==> config.mk <==
export PLATFORM = sky130hd
export DESIGN_NAME = voice_irq_reader
export DESIGN_NICKNAME = d
export VERILOG_FILES = /design/src/rtl/voice_irq_pkg.sv /design/src/rtl/vir_prio_enc.sv /design/src/rtl/vir_ctrl.sv /design/src/rtl/vir_datapath.sv /design/src/rtl/voice_irq_reader.sv
export SDC_FILE = /design/constraint.sdc
export NUM_CORES = 1
export LEC_CHECK = 0
export CAP_MARGIN = 30
export CORE_AREA = 2 2 114 116
export DETAILED_ROUTE_END_ITERATION = 12
export DIE_AREA = 0 0 116 118
export SLEW_MARGIN = 25
export SYNTH_ARGS = -nofsm -noshare
export SYNTH_HDL_FRONTEND = slang
export SYNTH_SLANG_ARGS = --single-unit
==> constraint.sdc <==
create_clock -name clk -period 6.1 [get_ports clk]
set_clock_uncertainty 0.2 [all_clocks]
set_input_delay 1.83 -clock clk [delete_from_list [all_inputs] [get_ports clk]]
set_output_delay 1.83 -clock clk [all_outputs]
set_load 0.05 [all_outputs]
==> src/rtl/voice_irq_pkg.sv <==
package voice_irq_pkg;
  localparam int VOICE_W    = 5;
  localparam int NUM_VOICES = 1 << VOICE_W;
  localparam int SCAN_COUNT = NUM_VOICES - 1;
  localparam int NUM_CAUSES = 2;
  localparam int CAUSE_WAVE = 0;
  localparam int CAUSE_RAMP = 1;

  localparam logic [7:0] WAVE_TAG  = 8'h60;
  localparam logic [7:0] RAMP_TAG  = 8'h80;
  localparam logic [7:0] IDLE_CODE = 8'hE8;

  localparam int WAVE_STAT_BIT = 5;
  localparam int RAMP_STAT_BIT = 6;
  localparam logic [7:0] OWN_STAT_MASK = (8'h01 << WAVE_STAT_BIT) | (8'h01 << RAMP_STAT_BIT);

  typedef struct packed {
    logic               svcWave;
    logic               svcRamp;
    logic [VOICE_W-1:0] voice;
  } svcStrobe_t;
endpackage

==> src/rtl/vir_prio_enc.sv <==
module vir_prio_enc #(
  parameter int WIDTH = 32,
  parameter int SCAN  = 31,
  parameter int IDX_W = 5
) (
  input  logic [WIDTH-1:0] pendVec,
  output logic             anyPend,
  output logic             hit,
  output logic [IDX_W-1:0] idx
);
  assign anyPend = |pendVec;

  // Downward walk: the last assignment made belongs to the lowest set bit.
  always_comb begin
    hit = 1'b0;
    idx = '0;
    for (int i = SCAN - 1; i >= 0; i--) begin
      if (pendVec[i]) begin
        hit = 1'b1;
        idx = i[IDX_W-1:0];
      end
    end
  end
endmodule

==> src/rtl/vir_ctrl.sv <==
module vir_ctrl
  import voice_irq_pkg::*;
(
  input  logic                  clk,
  input  logic                  rst_n,
  input  logic                  rdStb,
  input  logic [NUM_VOICES-1:0] waveVec,
  input  logic [NUM_VOICES-1:0] rampVec,
  output svcStrobe_t            svc,
  output logic [7:0]            rdData,
  output logic                  waveBitClr,
  output logic                  rampBitClr,
  output logic [VOICE_W-1:0]    clrVoice
);
  localparam int PAD_W = 8 - VOICE_W;

  logic [NUM_CAUSES-1:0][NUM_VOICES-1:0] causeVec;
  logic [NUM_CAUSES-1:0]                 causeAny;
  logic [NUM_CAUSES-1:0]                 causeHit;
  logic [NUM_CAUSES-1:0][VOICE_W-1:0]    causeIdx;
  logic [7:0]                            nextCode;

  assign causeVec[CAUSE_WAVE] = waveVec;
  assign causeVec[CAUSE_RAMP] = rampVec;

  for (genvar c = 0; c < NUM_CAUSES; c++) begin : g_enc
    vir_prio_enc #(
      .WIDTH(NUM_VOICES),
      .SCAN (SCAN_COUNT),
      .IDX_W(VOICE_W)
    ) u_enc (
      .pendVec(causeVec[c]),
      .anyPend(causeAny[c]),
      .hit    (causeHit[c]),
      .idx    (causeIdx[c])
    );
  end

  always_comb begin
    svc      = '0;
    nextCode = IDLE_CODE;
    if (rdStb) begin
      if (causeAny[CAUSE_WAVE]) begin
        if (causeHit[CAUSE_WAVE]) begin
          svc.svcWave = 1'b1;
          svc.voice   = causeIdx[CAUSE_WAVE];
          nextCode    = WAVE_TAG | {{PAD_W{1'b0}}, causeIdx[CAUSE_WAVE]};
        end
      end else if (causeAny[CAUSE_RAMP] && causeHit[CAUSE_RAMP]) begin
        svc.svcRamp = 1'b1;
        svc.voice   = causeIdx[CAUSE_RAMP];
        nextCode    = RAMP_TAG | {{PAD_W{1'b0}}, causeIdx[CAUSE_RAMP]};
      end
    end
  end

  always_ff @(posedge clk or negedge rst_n) begin
    if (!rst_n) begin
      rdData     <= IDLE_CODE;
      waveBitClr <= 1'b0;
      rampBitClr <= 1'b0;
      clrVoice   <= '0;
    end else begin
      waveBitClr <= svc.svcWave;
      rampBitClr <= svc.svcRamp;
      if (rdStb) begin
        rdData <= nextCode;
      end
      if (svc.svcWave || svc.svcRamp) begin
        clrVoice <= svc.voice;
      end
    end
  end


  one_clear_chk: assert property (@(posedge clk) disable iff (!rst_n)
    $onehot0({waveBitClr, rampBitClr}));


  ramp_behind_wave_chk: assert property (@(posedge clk) disable iff (!rst_n)
    rampBitClr |-> $past(waveVec == '0));


  scan_limit_chk: assert property (@(posedge clk) disable iff (!rst_n)
    (waveBitClr || rampBitClr) |-> (clrVoice < VOICE_W'(SCAN_COUNT)));


  read_hold_chk: assert property (@(posedge clk) disable iff (!rst_n)
    !rdStb |=> $stable(rdData));
endmodule

==> src/rtl/vir_datapath.sv <==
module vir_datapath
  import voice_irq_pkg::*;
(
  input  logic                  clk,
  input  logic                  rst_n,
  input  logic                  globalClr,
  input  logic [NUM_VOICES-1:0] waveSet,
  input  logic [NUM_VOICES-1:0] rampSet,
  input  logic [7:0]            extPending,
  input  svcStrobe_t            svc,
  output logic [NUM_VOICES-1:0] waveVec,
  output logic [NUM_VOICES-1:0] rampVec,
  output logic [7:0]            irqStatus,
  output logic                  irqReq
);
  logic [NUM_CAUSES-1:0][NUM_VOICES-1:0] setVec;
  logic [NUM_CAUSES-1:0][NUM_VOICES-1:0] pendQ;
  logic [NUM_CAUSES-1:0][NUM_VOICES-1:0] pendNext;
  logic [NUM_CAUSES-1:0]                 svcHit;
  logic [NUM_CAUSES-1:0]                 statQ;
  logic [NUM_CAUSES-1:0]                 statNext;
  logic [7:0]                            extQ;

  assign setVec[CAUSE_WAVE] = waveSet;
  assign setVec[CAUSE_RAMP] = rampSet;
  assign svcHit[CAUSE_WAVE] = svc.svcWave;
  assign svcHit[CAUSE_RAMP] = svc.svcRamp;

  // Service clear first, then the set pulse, so a new event for the
  // serviced voice in the same cycle survives.
  always_comb begin
    for (int c = 0; c < NUM_CAUSES; c++) begin
      pendNext[c] = pendQ[c];
      if (svcHit[c]) begin
        pendNext[c][svc.voice] = 1'b0;
      end
      pendNext[c] = pendNext[c] | setVec[c];

      statNext[c] = statQ[c];
      if (|setVec[c]) begin
        statNext[c] = 1'b1;
      end else if (svcHit[c] && (pendNext[c] == '0)) begin
        statNext[c] = 1'b0;
      end

      if (globalClr) begin
        pendNext[c] = '0;
        statNext[c] = 1'b0;
      end
    end
  end

  always_ff @(posedge clk or negedge rst_n) begin
    if (!rst_n) begin
      pendQ  <= '0;
      statQ  <= '0;
      extQ   <= '0;
      irqReq <= 1'b0;
    end else begin
      pendQ  <= pendNext;
      statQ  <= statNext;
      extQ   <= globalClr ? 8'h00 : (extPending & ~OWN_STAT_MASK);
      irqReq <= |irqStatus;
    end
  end

  always_comb begin
    irqStatus                = extQ;
    irqStatus[WAVE_STAT_BIT] = statQ[CAUSE_WAVE];
    irqStatus[RAMP_STAT_BIT] = statQ[CAUSE_RAMP];
  end

  assign waveVec = pendQ[CAUSE_WAVE];
  assign rampVec = pendQ[CAUSE_RAMP];


  wave_stat_track_chk: assert property (@(posedge clk) disable iff (!rst_n)
    irqStatus[WAVE_STAT_BIT] == (waveVec != '0));


  ramp_stat_track_chk: assert property (@(posedge clk) disable iff (!rst_n)
    irqStatus[RAMP_STAT_BIT] == (rampVec != '0));


  irq_follow_chk: assert property (@(posedge clk) disable iff (!rst_n)
    1'b1 |=> (irqReq == $past(|irqStatus)));


  set_wins_chk: assert property (@(posedge clk) disable iff (!rst_n)
    (svc.svcWave && !globalClr) |=> (waveVec[$past(svc.voice)] == $past(waveSet[svc.voice])));


  global_clr_chk: assert property (@(posedge clk) disable iff (!rst_n)
    globalClr |=> ((waveVec == '0) && (rampVec == '0) && (irqStatus == 8'h00)));
endmodule

==> src/rtl/voice_irq_reader.sv <==
module voice_irq_reader
  import voice_irq_pkg::*;
(
  input  logic                  clk,
  input  logic                  rst_n,
  input  logic                  globalClr,
  input  logic [NUM_VOICES-1:0] waveSet,
  input  logic [NUM_VOICES-1:0] rampSet,
  input  logic [7:0]            extPending,
  input  logic                  rdStb,
  output logic [7:0]            rdData,
  output logic                  waveBitClr,
  output logic                  rampBitClr,
  output logic [VOICE_W-1:0]    clrVoice,
  output logic [7:0]            irqStatus,
  output logic                  irqReq
);
  svcStrobe_t            svc;
  logic [NUM_VOICES-1:0] waveVec;
  logic [NUM_VOICES-1:0] rampVec;

  vir_ctrl u_ctrl (
    .clk       (clk),
    .rst_n     (rst_n),
    .rdStb     (rdStb),
    .waveVec   (waveVec),
    .rampVec   (rampVec),
    .svc       (svc),
    .rdData    (rdData),
    .waveBitClr(waveBitClr),
    .rampBitClr(rampBitClr),
    .clrVoice  (clrVoice)
  );

  vir_datapath u_dp (
    .clk       (clk),
    .rst_n     (rst_n),
    .globalClr (globalClr),
    .waveSet   (waveSet),
    .rampSet   (rampSet),
    .extPending(extPending),
    .svc       (svc),
    .waveVec   (waveVec),
    .rampVec   (rampVec),
    .irqStatus (irqStatus),
    .irqReq    (irqReq)
  );
endmodule

==> run_results.csv <==
group,metric,value,unit
run_status,outcome,"finished, final reports clean",
die,fp.dieH,118,um
clock_tree,ctsRootBufferMaster,"clkbuf_16",
critical_path,cp.required,6.10,ns
cells_and_area,layout.nets,760,
die,fp.dieW,116,um
grt,overflow,0,
synth,avgSynthCellArea,8.408,um^2
die,io_pins,100,
pwr,power,1.517,mW
synth,ys_async_sr_fraction,100.0,%
die,die-area,13690,um^2
route,drc,0,
critical_path,end_kind,"flop",
clock_tree,cts_sinks,87,
route,drtIter0Drc,508,
pwr,vdd_drop_max,0.1410,mV
route,dr.pass1.iters,7,
clock_tree,cts_setup_buffers,0,
timing,setup_viol,0,
die,core,12410,um^2
synth,synth_seq_area_share,44.34,%
grt,grt_pass1_wl,26100,um
timing,slew_violations,0,
synth,synth_area_leader_cell,"dfrtp_1",
grt,grt_usage,24.95,%
clock_tree,htree_levels,3,
clock_tree,hold_buffers,0,
synth,synth_fp_nets,661,
pwr,p_leak,2.579,nW
clock_tree,cts_resized,0,
synth,synth.most_common_cell,"dfrtp_1",
grt,grt_max_degree,88,
synth,ys.flop_type,"dfrtp_1",
timing,tightest_slew,1.029,ns
synth,yosys.area.top_type_share,42.74,%
grt,antenna_found_initial,0,
cells_and_area,area.growth.synth_to_final,29.46,%
critical_path,critical_path_class,"input pin to flop",
clock_tree,path_clk_slew,0.07,ns
hold_path,holdCritPathClass,"flop to flop",
synth,synth_area,4918,um^2
clock_tree,cts_tree,"yes",
critical_path,cp_data_arrival_time,5.17,ns
timing,period_share,84.84,%
synth,synthTopCellsByCount,"dfrtp_1 (84), nor2_1 (71), a21oi_1 (65), inv_1 (56), o21ai_0 (48)",
place,port_buffers,97,
place,place.gp.congestion,0.9353,
cells_and_area,drive_gt1_share,7.837,%
cells_and_area,diodes,0,
pwr,pwr_density_cell,238.2,nW/um^2
route,wirelength,16470,um
die,fp-row-count,41,
timing,hold_viol,0,
timing,period_minus_slack,5.175,ns
route,via_per_inst,5.720,
timing,rsz0062_at_grt,"false",
clock_tree,clk_latency,0.35,ns
clock_tree,clk_path_buf_depth,2,
synth,synth_edf_count,0,
synth,synth_area_leaders,"dfrtp_1 (43%), a21oi_1 (6.6%), nor2_1 (5.4%)",
synth,synth-seq-cells,87,
synth,ys_warn_count,0,
route,postRouteAntennaNets,0,
route,vias,4925,
place,dp_hpwl,12720,um
timing,max_slew_margin,30.68,%
timing,tns,0,ns
timing,max_freq,193.2,MHz
die,start_util,39.62,%
critical_path,crit_fanout,8,
grt,grt_pass1_vias,4792,
critical_path,setup.worst_path.start_class,"input pin",
clock_tree,cts_buffers,9,
route,wl_per_cell,19.13,um
cells_and_area,fillers,1224,
synth,syn_inst,585,
synth,synth_cell_type_count,55,
flow_run,cap_violations,0,
==> path summary, 6_finish.rpt <==
check                            startpoint                to  slack [ns]  cells after the start
min in group asynchronous             rst_n  u_dp.rampVec[31]        1.30                      1
max in group asynchronous             rst_n  u_dp.rampVec[21]        3.77                      1
hold reg to reg                u_dp.extQ[7]       u_dp.irqReq        0.27                      2
setup reg to reg           u_dp.waveVec[12]     u_dp.statQ[1]        1.51                      9
hold / removal                 u_dp.extQ[7]       u_dp.irqReq        0.27                      2
setup / recovery                      rdStb     u_dp.statQ[1]        0.92                      8
==> cells in the final DEF, fill, tap and decap left out, drive strengths merged, types with 12 or more instances in the layout <==
master,instances
a21oi,65
clkdlybuf4s50,95
dfrtp,84
inv,56
nand2,33
nand4,18
nor2,71
nor2b,12
nor3,13
nor4,40
o21ai,52
or4,13
==> per-stage QoR <==
step | worst slack (ns) | util, % | instance area, um^2 | hold WS (ns) | instances
after floorplan | 2.148 | - | 4918 | 0.2507 | 585
after CTS | 1.061 | 51.29 | 6367 | 0.2817 | 861
after global placement | 0.7387 | 48.84 | 6063 | 0.2568 | 845
after global routing | 0.6889 | 51.29 | 6367 | 0.3048 | 861
after detailed placement | 0.7320 | 48.87 | 6067 | 0.2698 | 845
final | 0.9246 | 51.29 | 6367 | 0.2747 | 861
==> worst max-delay path, stage by stage <==
cell             delay, ns
clkdlybuf4s50_1       0.65
inv_1                 0.15
a2111oi_1             0.58
o21ai_0               0.59
o21ai_0               0.39
nand4_1               0.23
nor4_1                0.57
a31oi_1               0.17
==> state kept, by name (all words and copies together), names as in the netlist <==
register           count
u_ctrl.clrVoice        5
u_ctrl.rampBitClr      1
u_ctrl.rdData          7
u_ctrl.waveBitClr      1
u_dp.extQ              6
u_dp.irqReq            1
u_dp.rampVec          32
u_dp.statQ             2
u_dp.waveVec          32
==> layout make-up <==
class                   instances  area (um^2)  area share (%)
clock buffers                  11        242.7           3.812
inverters                      56        210.2           3.301
repair buffers                102         1005           15.78
multi-input cells             428         2456           38.57
clock inverters                 5        57.56          0.9039
well taps                     172        215.2           3.380
flip-flops and latches         87         2181           34.25
==> logic make-up (layout without fill, tap and decap cells) <==
| family | count (synthesis) | after routing | share of synthesized area (%) |
|---|---|---|---|
| AO/OA/AOI/OAI | 180 | 180 | 22.03 |
| multiplexers | 4 | 4 | 0.9157 |
| buffers and inverters | 70 | 174 | 5.724 |
| flip-flops | 87 | 87 | 44.34 |
| AND/OR/NAND/NOR | 244 | 244 | 26.99 |
==> per-layer routing <==
metal / vias to the layer above / global-route usage [%] / wire (um)
met2: 208 / 34.65 / 6930
met3: 24 / 6.231 / 1318
li1: 2351 / - / -
met5: - / 0 / 0
met1: 2342 / 38.27 / 7900
met4: 0 / 6.920 / 318
==> where the power goes <==
group	total (mW)	switching [mW]	internal, mW
combinational	0.287	0.169	0.119
sequential	0.663	0.0469	0.616
clock	0.566	0.238	0.329
No activity file was read; power rests on OpenSTA's default activity.
